File: src/rtl/fa_pkg.sv
package fa_pkg;
    localparam int unsigned WORD_W     = 32;
    localparam int unsigned LINE_WORDS = 4;
    localparam int unsigned LINE_W     = WORD_W * LINE_WORDS;
    localparam int unsigned WOFF_W     = $clog2(LINE_WORDS);
    localparam int unsigned BYTE_W     = $clog2(WORD_W / 8);
    localparam int unsigned TAG_LO     = BYTE_W + WOFF_W;
    localparam int unsigned NUM_BUFS   = 3;

    typedef enum logic [1:0] {
        BUF_PF = 2'd0,
        BUF_BT = 2'd1,
        BUF_DB = 2'd2
    } buf_sel_e;

    typedef enum logic {
        ST_IDLE = 1'b0,
        ST_READ = 1'b1
    } fa_state_e;

    function automatic logic [WORD_W-1:0] pick_word(input logic [LINE_W-1:0] line,
                                                    input logic [WOFF_W-1:0] off);
        return line[off*WORD_W +: WORD_W];
    endfunction
endpackage

File: src/rtl/fa_cfg_regs.sv
module fa_cfg_regs #(
    parameter int unsigned CTL_W     = 2,
    parameter int unsigned TIM_W     = 3,
    parameter int unsigned TIM_RESET = 7,
    parameter logic [CTL_W-1:0] EN_CODE = 2
) (
    input  logic             clk,
    input  logic             rst_n,
    input  logic             ctl_we,
    input  logic [CTL_W-1:0] ctl_wdata,
    input  logic             tim_we,
    input  logic [TIM_W-1:0] tim_wdata,
    output logic             acc_en,
    output logic [TIM_W-1:0] tim,
    output logic             inval
);
    logic [CTL_W-1:0] ctl_q;
    logic [TIM_W-1:0] tim_q;

    always_ff @(posedge clk) begin
        if (!rst_n) begin
            ctl_q <= '0;
            tim_q <= TIM_W'(TIM_RESET);
        end else begin
            if (ctl_we) begin
                ctl_q <= ctl_wdata;
            end
            // zero is not a legal access length: keep the old value
            if (tim_we && (tim_wdata != '0)) begin
                tim_q <= tim_wdata;
            end
        end
    end

    assign acc_en = (ctl_q == EN_CODE);
    assign tim    = tim_q;
    assign inval  = ctl_we;
endmodule

File: src/rtl/fa_line_buf.sv
module fa_line_buf
    import fa_pkg::*;
#(
    parameter int unsigned TAG_W = 28
) (
    input  logic              clk,
    input  logic              rst_n,
    input  logic              inval,
    input  logic              fill_en,
    input  logic [TAG_W-1:0]  fill_tag,
    input  logic [LINE_W-1:0] fill_line,
    input  logic [TAG_W-1:0]  look_tag,
    output logic              hit,
    output logic [LINE_W-1:0] line
);
    logic              valid_q;
    logic [TAG_W-1:0]  tag_q;
    logic [LINE_W-1:0] line_q;

    always_ff @(posedge clk) begin
        if (!rst_n) begin
            valid_q <= 1'b0;
        end else if (inval) begin
            valid_q <= 1'b0;
        end else if (fill_en) begin
            valid_q <= 1'b1;
        end
    end

    always_ff @(posedge clk) begin
        if (!rst_n) begin
            tag_q  <= '0;
            line_q <= '0;
        end else if (fill_en && !inval) begin
            tag_q  <= fill_tag;
            line_q <= fill_line;
        end
    end

    assign hit  = valid_q && (tag_q == look_tag);
    assign line = line_q;
endmodule

File: src/rtl/fa_seq_track.sv
module fa_seq_track #(
    parameter int unsigned ADDR_W = 32,
    parameter int unsigned STEP   = 4
) (
    input  logic              clk,
    input  logic              rst_n,
    input  logic              upd,
    input  logic [ADDR_W-1:0] cur_addr,
    output logic              is_seq
);
    logic [ADDR_W-1:0] last_q;
    logic              last_v_q;

    always_ff @(posedge clk) begin
        if (!rst_n) begin
            last_q   <= '0;
            last_v_q <= 1'b0;
        end else if (upd) begin
            last_q   <= cur_addr;
            last_v_q <= 1'b1;
        end
    end

    assign is_seq = last_v_q && (cur_addr == last_q + ADDR_W'(STEP));
endmodule

File: src/rtl/fa_ctrl.sv
module fa_ctrl
    import fa_pkg::*;
#(
    parameter int unsigned TAG_W   = 28,
    parameter int unsigned TIM_W   = 3,
    parameter int unsigned TIM_MAX = 7
) (
    input  logic              clk,
    input  logic              rst_n,
    input  logic              req_valid,
    input  logic              acc_en,
    input  logic              hit,
    input  logic              inval,
    input  logic [TIM_W-1:0]  tim,
    input  logic [TAG_W-1:0]  req_tag,
    input  logic [WOFF_W-1:0] req_off,
    input  buf_sel_e          sel_in,
    output logic              fl_req,
    output logic [TAG_W-1:0]  fl_tag,
    output logic [WOFF_W-1:0] off_q,
    output buf_sel_e          sel_q,
    output logic              rsp_buf,
    output logic              rsp_fl,
    output logic              fill_fire
);
    fa_state_e        state_q, state_d;
    logic [TIM_W-1:0] cnt_q, lim_q;
    logic [TAG_W-1:0] tag_q;
    logic             fill_ok_q;
    logic             start, last;

    assign start = (state_q == ST_IDLE) && req_valid && !(acc_en && hit);
    assign last  = (state_q == ST_READ) && (cnt_q >= lim_q);

    // state register
    always_ff @(posedge clk) begin
        if (!rst_n) begin
            state_q <= ST_IDLE;
        end else begin
            state_q <= state_d;
        end
    end

    // next state
    always_comb begin
        state_d = state_q;
        unique case (state_q)
            ST_IDLE: if (start) state_d = ST_READ;
            ST_READ: if (last)  state_d = ST_IDLE;
        endcase
    end

    // read bookkeeping captured at the miss
    always_ff @(posedge clk) begin
        if (!rst_n) begin
            cnt_q     <= '0;
            lim_q     <= TIM_W'(TIM_MAX);
            tag_q     <= '0;
            off_q     <= '0;
            sel_q     <= BUF_PF;
            fill_ok_q <= 1'b0;
        end else if (start) begin
            cnt_q     <= TIM_W'(1);
            lim_q     <= acc_en ? tim : TIM_W'(TIM_MAX);
            tag_q     <= req_tag;
            off_q     <= req_off;
            sel_q     <= sel_in;
            fill_ok_q <= acc_en;
        end else if (state_q == ST_READ) begin
            if (!last) begin
                cnt_q <= cnt_q + TIM_W'(1);
            end
            if (inval) begin
                fill_ok_q <= 1'b0;
            end
        end
    end

    // outputs
    always_comb begin
        fl_req    = 1'b0;
        rsp_buf   = 1'b0;
        rsp_fl    = 1'b0;
        fill_fire = 1'b0;
        unique case (state_q)
            ST_IDLE: rsp_buf = req_valid && acc_en && hit;
            ST_READ: begin
                fl_req    = 1'b1;
                rsp_fl    = last;
                fill_fire = last && fill_ok_q && acc_en && !inval;
            end
        endcase
    end

    assign fl_tag = tag_q;
endmodule

File: src/rtl/fetch_accel.sv
module fetch_accel
    import fa_pkg::*;
#(
    parameter int unsigned ADDR_W  = 32,
    parameter int unsigned CTL_W   = 2,
    parameter int unsigned TIM_W   = 3,
    parameter int unsigned TIM_MAX = 7,
    parameter logic [CTL_W-1:0] EN_CODE = 2
) (
    input  logic                     clk,
    input  logic                     rst_n,
    input  logic                     ctl_we,
    input  logic [CTL_W-1:0]         ctl_wdata,
    input  logic                     tim_we,
    input  logic [TIM_W-1:0]         tim_wdata,
    input  logic                     req_valid,
    input  logic                     req_instr,
    input  logic [ADDR_W-1:0]        req_addr,
    output logic                     rsp_valid,
    output logic [WORD_W-1:0]        rsp_data,
    output logic                     fl_req,
    output logic [ADDR_W-TAG_LO-1:0] fl_addr,
    input  logic [LINE_W-1:0]        fl_rdata
);
    localparam int unsigned TAG_W = ADDR_W - TAG_LO;

    logic              acc_en, inval, is_seq, hit;
    logic [TIM_W-1:0]  tim_cur;
    logic [TAG_W-1:0]  req_tag;
    logic [WOFF_W-1:0] req_off, off_q;
    buf_sel_e          sel_in, sel_q;
    logic              rsp_buf, rsp_fl, fill_fire;
    logic [LINE_W-1:0] hit_line;
    logic              hit_v  [NUM_BUFS];
    logic [LINE_W-1:0] line_v [NUM_BUFS];

    assign req_tag = req_addr[ADDR_W-1:TAG_LO];
    assign req_off = req_addr[TAG_LO-1:BYTE_W];

    fa_cfg_regs #(
        .CTL_W(CTL_W), .TIM_W(TIM_W), .TIM_RESET(TIM_MAX), .EN_CODE(EN_CODE)
    ) u_cfg (
        .clk(clk), .rst_n(rst_n),
        .ctl_we(ctl_we), .ctl_wdata(ctl_wdata),
        .tim_we(tim_we), .tim_wdata(tim_wdata),
        .acc_en(acc_en), .tim(tim_cur), .inval(inval)
    );

    fa_seq_track #(.ADDR_W(ADDR_W), .STEP(WORD_W / 8)) u_seq (
        .clk(clk), .rst_n(rst_n),
        .upd(rsp_valid && req_instr),
        .cur_addr(req_addr),
        .is_seq(is_seq)
    );

    generate
        for (genvar b = 0; b < NUM_BUFS; b++) begin : g_buf
            fa_line_buf #(.TAG_W(TAG_W)) u_buf (
                .clk(clk), .rst_n(rst_n),
                .inval(inval),
                .fill_en(fill_fire && (int'(sel_q) == b)),
                .fill_tag(fl_addr),
                .fill_line(fl_rdata),
                .look_tag(req_tag),
                .hit(hit_v[b]),
                .line(line_v[b])
            );
        end
    endgenerate

    // route the request to its buffer class
    always_comb begin
        sel_in   = BUF_DB;
        hit      = hit_v[int'(BUF_DB)];
        hit_line = line_v[int'(BUF_DB)];
        if (req_instr) begin
            if (is_seq) begin
                sel_in = BUF_PF;
                if (hit_v[int'(BUF_PF)]) begin
                    hit      = 1'b1;
                    hit_line = line_v[int'(BUF_PF)];
                end else begin
                    hit      = hit_v[int'(BUF_BT)];
                    hit_line = line_v[int'(BUF_BT)];
                end
            end else begin
                sel_in   = BUF_BT;
                hit      = hit_v[int'(BUF_BT)];
                hit_line = line_v[int'(BUF_BT)];
            end
        end
    end

    fa_ctrl #(.TAG_W(TAG_W), .TIM_W(TIM_W), .TIM_MAX(TIM_MAX)) u_ctrl (
        .clk(clk), .rst_n(rst_n),
        .req_valid(req_valid), .acc_en(acc_en), .hit(hit), .inval(inval),
        .tim(tim_cur), .req_tag(req_tag), .req_off(req_off), .sel_in(sel_in),
        .fl_req(fl_req), .fl_tag(fl_addr), .off_q(off_q), .sel_q(sel_q),
        .rsp_buf(rsp_buf), .rsp_fl(rsp_fl), .fill_fire(fill_fire)
    );

    assign rsp_valid = rsp_buf || rsp_fl;
    assign rsp_data  = rsp_buf ? pick_word(hit_line, req_off)
                               : pick_word(fl_rdata, off_q);
endmodule

File: config.mk
export PLATFORM = sky130hd
export DESIGN_NAME = fetch_accel
export DESIGN_NICKNAME = d
export VERILOG_FILES = /design/src/rtl/fa_pkg.sv /design/src/rtl/fa_cfg_regs.sv /design/src/rtl/fa_line_buf.sv /design/src/rtl/fa_seq_track.sv /design/src/rtl/fa_ctrl.sv /design/src/rtl/fetch_accel.sv
export SDC_FILE = /design/constraint.sdc
export NUM_CORES = 1
export LEC_CHECK = 0
export BUFFER_PORTS_ARGS = -buffer_cell sky130_fd_sc_hd__buf_2
export CAP_MARGIN = 20
export CORE_AREA = 2 2 225 227
export CTS_CLUSTER_SIZE = 40
export DETAILED_ROUTE_END_ITERATION = 8
export DIE_AREA = 0 0 227 229
export PLACE_DENSITY = 0.75
export SYNTH_ARGS = -nofsm -noshare
export SYNTH_HDL_FRONTEND = slang
export SYNTH_SLANG_ARGS = --single-unit
File: constraint.sdc
create_clock -name clk -period 4.6 [get_ports clk]
set_clock_uncertainty 0.2 [all_clocks]
set_input_delay 0.69 -clock clk [delete_from_list [all_inputs] [get_ports clk]]
set_output_delay 0.69 -clock clk [all_outputs]
set_load 0.02 [all_outputs]
After elaboration in Yosys (flattened, before gate mapping)
Cells that the tools add are included.
- shift-type cells: 2
- $lt $le $gt $ge: 1
- $add $sub $neg: 2
- equal/unequal tests: 8
- reduce and logical (&&, ||, !) cells: 33
- bitwise logic cells: 3
- muxes and demuxes: 23
- operator list (cell ; number):
    2-to-1 mux 128 bit ; 3
    variable part select 128 x 8 -> 32 bit ; 2
    equality test 28 bit ; 3
    adder 32 x 3 -> 32 bit, second input constant ; 1
    equality test 32 bit ; 1
    2-to-1 mux 32 bit ; 1
    logical AND 1 bit ; 21
    2-to-1 mux 1 bit ; 16
    equality test 2 bit, second input constant ; 3
    AND reduction 2 bit ; 3
    nonzero test 2 bit ; 2
    OR reduction 2 bit ; 2
    adder 3 x 1 -> 3 bit, second input constant ; 1
    greater-or-equal comparator 3 bit ; 1
    2-to-1 mux 3 bit ; 1
    inverter 1 bit ; 3
    nonzero test 3 bit ; 1
    logical NOT 1 bit ; 2
    logical NOT 2 bit ; 1
    2-to-1 mux 2 bit ; 1
    inequality test 2 x 1 -> 1 bit, second input constant ; 1
    one-hot mux 1 bit (2 select lines) ; 1
    logical OR 1 bit ; 1
- register bits: 549

Logic depth before layout (Yosys ltp)
Gate-level depths: netlist of the first run.
- depth in word-level cells: 10
- gate-level depth with buffers: 14

By module
From an unflattened synthesis of the first run, not the netlist that was laid out.
- cell total of the unflattened synthesis: 3194
- area, all modules: 26925.8 um^2
- by module, submodules not included (module ; sequential area each (um^2) ; times used ; area an instance (um^2) ; cells an instance):
    fa_line_buf ; 3143.0 ; 3 ; 6060.8 ; 718
    fetch_accel ; 0.0 ; 1 ; 4529.3 ; 567
    fa_seq_track ; 660.6 ; 1 ; 2319.7 ; 254
    fa_ctrl ; 800.8 ; 1 ; 1704.1 ; 201
    fa_cfg_regs ; 100.1 ; 1 ; 190.2 ; 18

Worst setup path after synthesis of the first run
OpenSTA, ideal clock, no wires.
- kind: input port to output port
- start point: in req_addr[27]
- end point: out rsp_data[13]
- arrival time: 3.876 ns
- stages: 13
- path buffers: 4
- slack: -0.166 ns
- cells stage by stage: buf_2 -> xor2_1 -> or4b_2 -> a2111o_1 -> nand2_1 -> a21oi_1 -> nor4_4 -> buf_6 -> buf_8 -> buf_6 -> mux2i_1 -> nor4b_2 -> o31ai_1
- word-level cells in the longest chain between the ends: 8
- elaborated cells on any way between the ends: 18
- ends and longest elaborated chain (element ; RTL line ; RTL):
    start: declaration ; fetch_accel.sv:18 ; input logic [ADDR_W-1:0] req_addr,
    branches (longest 7 deep; another with 2-to-1 mux 128 bit) ; - ;
    2-to-1 mux 32 bit (*) ; fetch_accel.sv:103 ; assign rsp_data = rsp_buf ? pick_word(hit_line, req_off)
    end: declaration ; fetch_accel.sv:20 ; output logic [WORD_W-1:0] rsp_data,
Mark *: on every way between the ends.

Final worst setup path of the first run
- start point: reg u_seq.last_q[10]
- end point: out rsp_data[17]
- word-level cells in the longest chain between the ends: 8
- elaborated cells on any way between the ends: 11
- ends and longest elaborated chain (element ; RTL line ; RTL):
    start: declaration ; fa_seq_track.sv:11 ; logic [ADDR_W-1:0] last_q;
    start signal: assignment ; fa_seq_track.sv:19 ; last_q <= cur_addr;
    adder 32 x 3 -> 32 bit (*) ; fa_seq_track.sv:24 ; assign is_seq = last_v_q && (cur_addr == last_q + ADDR_W'(STEP));
    equality test 32 bit (*) ; fa_seq_track.sv:24 ;
    logical AND 1 bit (*) ; fa_seq_track.sv:24 ;
    branches (longest 4 deep; another with 2-to-1 mux 128 bit) ; - ;
    2-to-1 mux 32 bit (*) ; fetch_accel.sv:103 ;
Marks and branches as above.

==> impl_metrics.ini, run 1 <==
[setup_path]
worstPathMaxFanout = 7
crit_arrival_ns = 4.33
path_class = reg2out
cp-start-kind = flop
crit_required_ns = 3.71
rr_endpoint = u_seq.last_q[10]
critPathCaptureType = output port
r2r_cells = 17
worst_r2r_startpoint = u_seq.last_q[10]
r2r_setup_slack_ns = 0.53

[synthesis]
synthAdderAreaFrac = 0.00237
yosys_register_bits = 549
muxShareOfSynthArea = 0.115
syn_area_per_cell_um2 = 7.75
synth_top_family_by_area = simple AND/OR/NAND/NOR gates
synth-xor-area-share = 0.0405
synth_compound_area_frac = 0.138
synthArstFlopShare = 0
ys.flop_type = dfxtp_1
syn_area_mm2 = 0.0264
yosys.cell_types.count = 65
syn_inst = 3409
synth_nets = 3585
synth.yosys.seq_area_share = 0.416
synth-edff-count = 0
yosysWarnings = 0
yosys.area_share.simple = 0.238

[timing]
hold_viol = 0
setup_ws_ns = -0.619
worstMarginPinSlew_ns = 1.06
tns_ns = -17.45
rsz0062_at_grt = yes
slew_headroom = 0.291
fmax_mhz = 192
fin_crit_ns = 5.22
drv_slew = 0
min_period_over_period = 1.13
setup_viol = 33

[placed_design]
dp_hpwl_um = 49700
globalplace.congestion = 0.880
portBuffers = 232
placed_cells = 4182

[global_routing]
grt_overflow_total = 0
grt_pass1_wl_um = 130000
grt_pass1_vias = 23827
antenna_found_initial = 12
grt_start_max_net_pins = 158
gr-usage-all-layers = 0.312

[die]
floorplan.initialDensity = 0.532
rows = 82
core_mm2 = 0.0497
die_w_um = 227
die_h_um = 229
num_io_pins = 233
dieArea_mm2 = 0.0520

[power]
p_int_mw = 7.81
ir_drop_mv = 0.370
power.clock.fraction = 0.446
p_seq_frac = 0.463
combPwrFrac = 0.091
leakage_nw = 11.3
power_density_mw_per_mm2 = 320
switching_share = 0.251
p_switching_mw = 2.62

[worst_hold_path]
hold_class = in2reg
whs_endpoint = u_cfg.ctl_q[0]
hold_depth = 3
min-delay-start = ctl_wdata[0]

[final_layout]
final_common_cell = nand2_1
drive_gt1_frac = 0.207
regArea_mm2 = 0.0110
area_growth_pct = 23.4
fillers = 4070
multiInputGateArea_mm2 = 0.0155
finalNonFillerCells = 4316
layout_common_cells = 1,239 x nand2_1, 534 x dfxtp_1, 509 x a21oi_1
layout.nets = 3769

[clocking]
cts_hold_buf = 0
cts_root_buf = clkbuf_16
clk_path_buf_depth = 3
htree_num_levels = 2
cts_buffers = 57
clock_sinks = 549
cts_tree = done
clock_latency_ns = 0.63
clkSlewWorstSetupHoldPaths_ns = 0.06

[routing]
ant_nets = 0
drc = 0
first_pass_iters = 6
initialDrtViolationCount = 2587
wl_per_cell_um = 19.5
vias = 25209
wirelength_um = 84100
viasPerCell = 5.84

[flow_run]
drv_cap = 0

[run_status]
violations = negative setup slack
outcome = finished, violations left
[power groups by stage]
stage / Clock [mW] / Combinational (mW) / Sequential (mW)
2_1_floorplan: 0 / 0.466 / 4.92
3_3_place_gp: 0 / 0.850 / 4.93
3_5_place_dp: 0 / 0.853 / 4.93
4_1_cts: 4.68 / 0.907 / 4.83
5_1_grt: 4.87 / 0.996 / 4.83
6_report: 4.66 / 0.947 / 4.83
[through the flow]
step	worst slack, ns	cell area [um2]	power, mW	hold WS (ns)	util
2_1_floorplan	-0.0757	26600	5.39	0.233	-
3_3_place_gp	-0.654	29000	5.78	0.241	0.585
3_5_place_dp	-0.672	29000	5.79	0.244	0.585
4_1_cts	-0.524	32000	10.4	0.0859	0.645
5_1_grt	-0.768	32600	10.7	0.115	0.656
6_report	-0.619	32600	10.4	0.117	0.656
[cell type report]
class / instances / share of cell area
multi-input combinational: 2549 / 0.475
sequential: 549 / 0.338
timing repair buffer: 427 / 0.102
clock buffer: 88 / 0.0530
tap: 672 / 0.0258
clock inverter: 14 / 0.00396
inverter: 9 / 0.00127
antenna: 8 / 0.000614
[worst max path at each step]
stage | start | endpoint | slack, ns | cells after the start
detailed placement | req_addr[29] | rsp_data[28] | -0.67 | 16
global route | u_seq.last_q[3] | rsp_data[17] | -0.77 | 15
CTS | u_seq.last_q[10] | rsp_data[26] | -0.52 | 17
finish | u_seq.last_q[10] | rsp_data[17] | -0.62 | 15
floorplan | req_addr[21] | rsp_data[6] | -0.08 | 13
global placement | req_addr[29] | rsp_data[21] | -0.65 | 15
[cell families after synthesis]
family          Yosys count
compound gates          660
xor+xnor                122
flops                   549
simple gates           1502
fa+ha+maj                 5
mux                     260
buf+inv                 311
[critical path, cell delays in order, from the launching register on]
cell and delay [ns]:
dfxtp_2 0.35, nand4_1 0.20, buf_6 0.20, or3_4 0.40
or3_1 0.32, o21ai_1 0.21, nand4_1 0.22, nor4_4 0.18
buf_4 0.17, buf_12 0.12, buf_12 0.13, buf_12 0.14
mux2_4 0.33, a2111oi_4 0.42, o31ai_4 0.13, buf_6 0.15
[sequential cells by signal, indices dropped and copies added, names as in the netlist]
| signal | flops |
|---|---|
| u_ctrl.lim_q | 3 |
| u_cfg.tim | 3 |
| u_ctrl.state_q | 1 |
| u_cfg.ctl_q | 2 |
| u_ctrl.sel_q | 2 |
| u_seq.last_q | 32 |
| g_buf.u_buf.line | 384 |
| g_buf.u_buf.tag_q | 84 |
| u_seq.last_v_q | 1 |
| u_ctrl.fill_ok_q | 1 |
| u_ctrl.off_q | 2 |
| u_ctrl.cnt_q | 3 |
| g_buf.u_buf.valid_q | 3 |
| u_ctrl.fl_tag | 28 |
[cells in the mapped netlist, types with 6 or more instances]
master | n | area [um2]
a2111oi_0 | 33 | 289
a21oi_1 | 511 | 2560
buf_1 | 13 | 48.8
buf_2 | 10 | 50.1
clkbuf_1 | 264 | 991
dfxtp_1 | 549 | 11000
inv_1 | 8 | 30.0
mux2_2 | 32 | 360
mux2i_1 | 196 | 1960
mux4_2 | 32 | 721
nand2_1 | 1244 | 4670
nand2b_1 | 11 | 68.8
nand3_1 | 44 | 220
nand4_1 | 26 | 163
nor2_1 | 76 | 285
nor2b_1 | 6 | 37.5
nor3_1 | 6 | 30.0
nor4_1 | 22 | 138
nor4b_1 | 14 | 123
nor4b_2 | 20 | 300
o21ai_0 | 41 | 205
o31ai_1 | 36 | 270
or4_1 | 6 | 45.0
xnor2_1 | 66 | 578
xor2_1 | 56 | 490
[routing by layer]
layer  up-vias  wire length, um  track usage
met1     12096            35000        0.419
met3       194             6960       0.0520
met4        10             2570        0.105
li1      11810                -            -
met2      1099            39500        0.509
met5         -               68            0
[timing repair]
item,4_1_cts,5_1_grt
gates cloned,4,1
buffers inserted,18,10
gates resized for setup,177,92
pin swaps,41,46
setup endpoints to repair,33,33
No activity file was read; power rests on OpenSTA's default activity.
==> run 2, diff against run 1 <==
--- a/config.mk
+++ b/config.mk
@@ -7,11 +7,11 @@
 export LEC_CHECK = 0
 export BUFFER_PORTS_ARGS = -buffer_cell sky130_fd_sc_hd__buf_2
 export CAP_MARGIN = 20
-export CORE_AREA = 2 2 225 227
+export CORE_AREA = 2 2 213 215
 export CTS_CLUSTER_SIZE = 40
 export DETAILED_ROUTE_END_ITERATION = 8
-export DIE_AREA = 0 0 227 229
-export PLACE_DENSITY = 0.75
+export DIE_AREA = 0 0 215 217
+export PLACE_DENSITY = 0.8
 export SYNTH_ARGS = -nofsm -noshare
 export SYNTH_HDL_FRONTEND = slang
 export SYNTH_SLANG_ARGS = --single-unit
==> constraint.sdc (replaced) <==
create_clock -name clk -period 4.9 [get_ports clk]
set_clock_uncertainty 0.2 [all_clocks]
set_input_delay 0.735 -clock clk [delete_from_list [all_inputs] [get_ports clk]]
set_output_delay 0.735 -clock clk [all_outputs]
set_load 0.02 [all_outputs]
==> run 2 against run 1 <==
The run still ends with negative setup slack left. Sequential cell count is the same. Sequential share of layout area shrank 0.33 points. Sequential power shrank 6.4%. Via count grew 5.3%. First-iteration DRC count grew 37%. Critical path type unchanged. Critical endpoint unchanged. Largest cell class unchanged. Largest power group unchanged.
==> impl_metrics.ini, run 2 (synthesized netlist as in run 1, its figures left out) <==
[run_status]
outcome = finished, violations left
violations = negative setup slack

[placed_design]
placed_cells = 4069
portBuffers = 232
place_ws_ns = -0.283
globalplace.congestion = 0.948
post_dp_cell_area_mm2 = 0.0284
dp_hpwl_um = 48500

[worst_hold_path]
hold_depth = 3
hold_class = in2reg
min-delay-start = ctl_wdata[0]

[timing]
drv_slew = 0
tns_ns = -30.75
min_period_over_period = 1.23
setup_viol = 33
rsz0062_at_grt = yes
setup_ws_ns = -1.12
worstMarginPinSlew_ns = 1.25
hold_viol = 0
fmax_mhz = 166
slew_headroom = 0.160
fin_crit_ns = 6.02
whs_ns = 0.161

[setup_path]
path_buf_inv = 6
crit_required_ns = 3.96
r2r_cells = 14
crit_family = compound AO/OA/AOI/OAI gates
crit_path_frequent_cell = buf_12
crit_arrival_ns = 5.08
path_class = reg2out
critPathCaptureType = output port
worst_r2r_startpoint = u_seq.last_q[2]
worstPathCellList = ha_4 > and4_4 > nand3_1 > o31ai_1 > nand4_1 > nor4_4 > buf_6 > buf_12 > buf_12 > buf_12 > buf_12 > mux2i_4 > a2111oi_4 > o31ai_2 > buf_4
worstPathMaxFanout = 7
crit_start = u_seq.last_q[2]
cp.depth = 15
cp-start-kind = flop
slowest_stage = o31ai_1
critPathMaxStageDelay_ns = 1.07

[power]
leakage_nw = 11.5
ir_drop_mv = 0.410
total_power_mw = 9.93
power_density_mw_per_mm2 = 301

[global_routing]
antenna_found_initial = 12
busiest_layer = met2
grt_pass1_vias = 24203
grt_start_max_net_pins = 130
gr-usage-all-layers = 0.349
grt_pass1_wl_um = 132000
gr-usage-met2 = 0.556
grt_use_met1 = 0.461
grt_overflow_total = 0
grtUsageMet3 = 0.0763

[die]
num_io_pins = 233
floorplan.initialDensity = 0.591
core_mm2 = 0.0447
rows = 78
die_h_um = 217
die_w_um = 215
dieArea_mm2 = 0.0467

[routing]
ant_nets = 0
vias = 26553
first_pass_iters = 9
wl_per_cell_um = 21.4
drc = 0
wirelength_um = 91000
viasPerCell = 6.25
initialDrtViolationCount = 3550

[clocking]
clkSlewWorstSetupHoldPaths_ns = 0.07
clock_sinks = 549
clk_path_buf_depth = 3
cts_tree = done
cts_buffers = 55
cts_hold_buf = 0
htree_num_levels = 2
cts_root_buf = clkbuf_16
clock_latency_ns = 0.63

[final_layout]
final_core_util = 0.739
fillers = 3188
regArea_mm2 = 0.0111
largest_reg_flops = 384
layout.nets = 3774
finalInstanceArea_mm2 = 0.0330
finalNonFillerCells = 4251
layout_common_cells = 1,239 x nand2_1, 524 x dfxtp_1, 510 x a21oi_1
multiInputGateArea_mm2 = 0.0158
drive_gt1_frac = 0.219
final_common_cell = nand2_1
area_growth_pct = 25.1

[flow_run]
drv_cap = 0
-- run 2: cell types whose count changed in the layout (fill, tap and decap cells not counted), moves of 6 or more --
cell | before | now
buf_6 | 17 | 28
clkbuf_1 | 15 | 8
buf_8 | 4 | 10
dfxtp_4 | 0 | 12
mux2i_1 | 167 | 155
mux2i_4 | 14 | 25
dfxtp_1 | 534 | 524
mux2_4 | 14 | 29
mux2_2 | 18 | 3
-- run 2: final cells by class --
| class | count | share of cell area |
|---|---|---|
| clock inverters | 26 | 0.00947 |
| diodes | 6 | 0.000455 |
| inverters | 9 | 0.00125 |
| well taps | 600 | 0.0227 |
| flip-flops and latches | 549 | 0.335 |
| clock buffers | 78 | 0.0492 |
| multi-input cells | 2549 | 0.479 |
| repair buffers | 434 | 0.104 |
-- run 2: worst min-delay path, cell delays in order --
cell	delay, ns
buf_2	0.07
mux2i_1	0.05
nor2_1	0.07
-- run 2: layer usage --
layer,vias to the layer above,wire (um)
met3,447,10200
met2,1727,41500
met5,-,92
met4,14,4830
met1,12533,34300
li1,11832,-
-- run 2: worst paths after layout --
kind	to	slack (ns)
max reg2reg	u_seq.last_q[12]	0.26
min reg2reg	g_buf[0].u_buf.line[110]	0.25
min	u_cfg.ctl_q[0]	0.16
max	rsp_data[17]	-1.12
-- run 2: power by group --
group          switching, mW  internal (mW)  leakage [nW]  total (mW)
logic                  0.582          0.333          6.07       0.915
registers             0.0368           4.48          4.44        4.52
clock network           1.87           2.63         0.952        4.50
total                   2.49           7.44          11.5        9.93
-- run 2: what timing repair did --
| item | 4_1_cts | 5_1_grt |
|---|---|---|
| gates cloned | 4 | 2 |
| pin swaps | 61 | 51 |
| setup endpoints to repair | 33 | 33 |
| resized for setup | 209 | 209 |
| setup buffers | 45 | 25 |
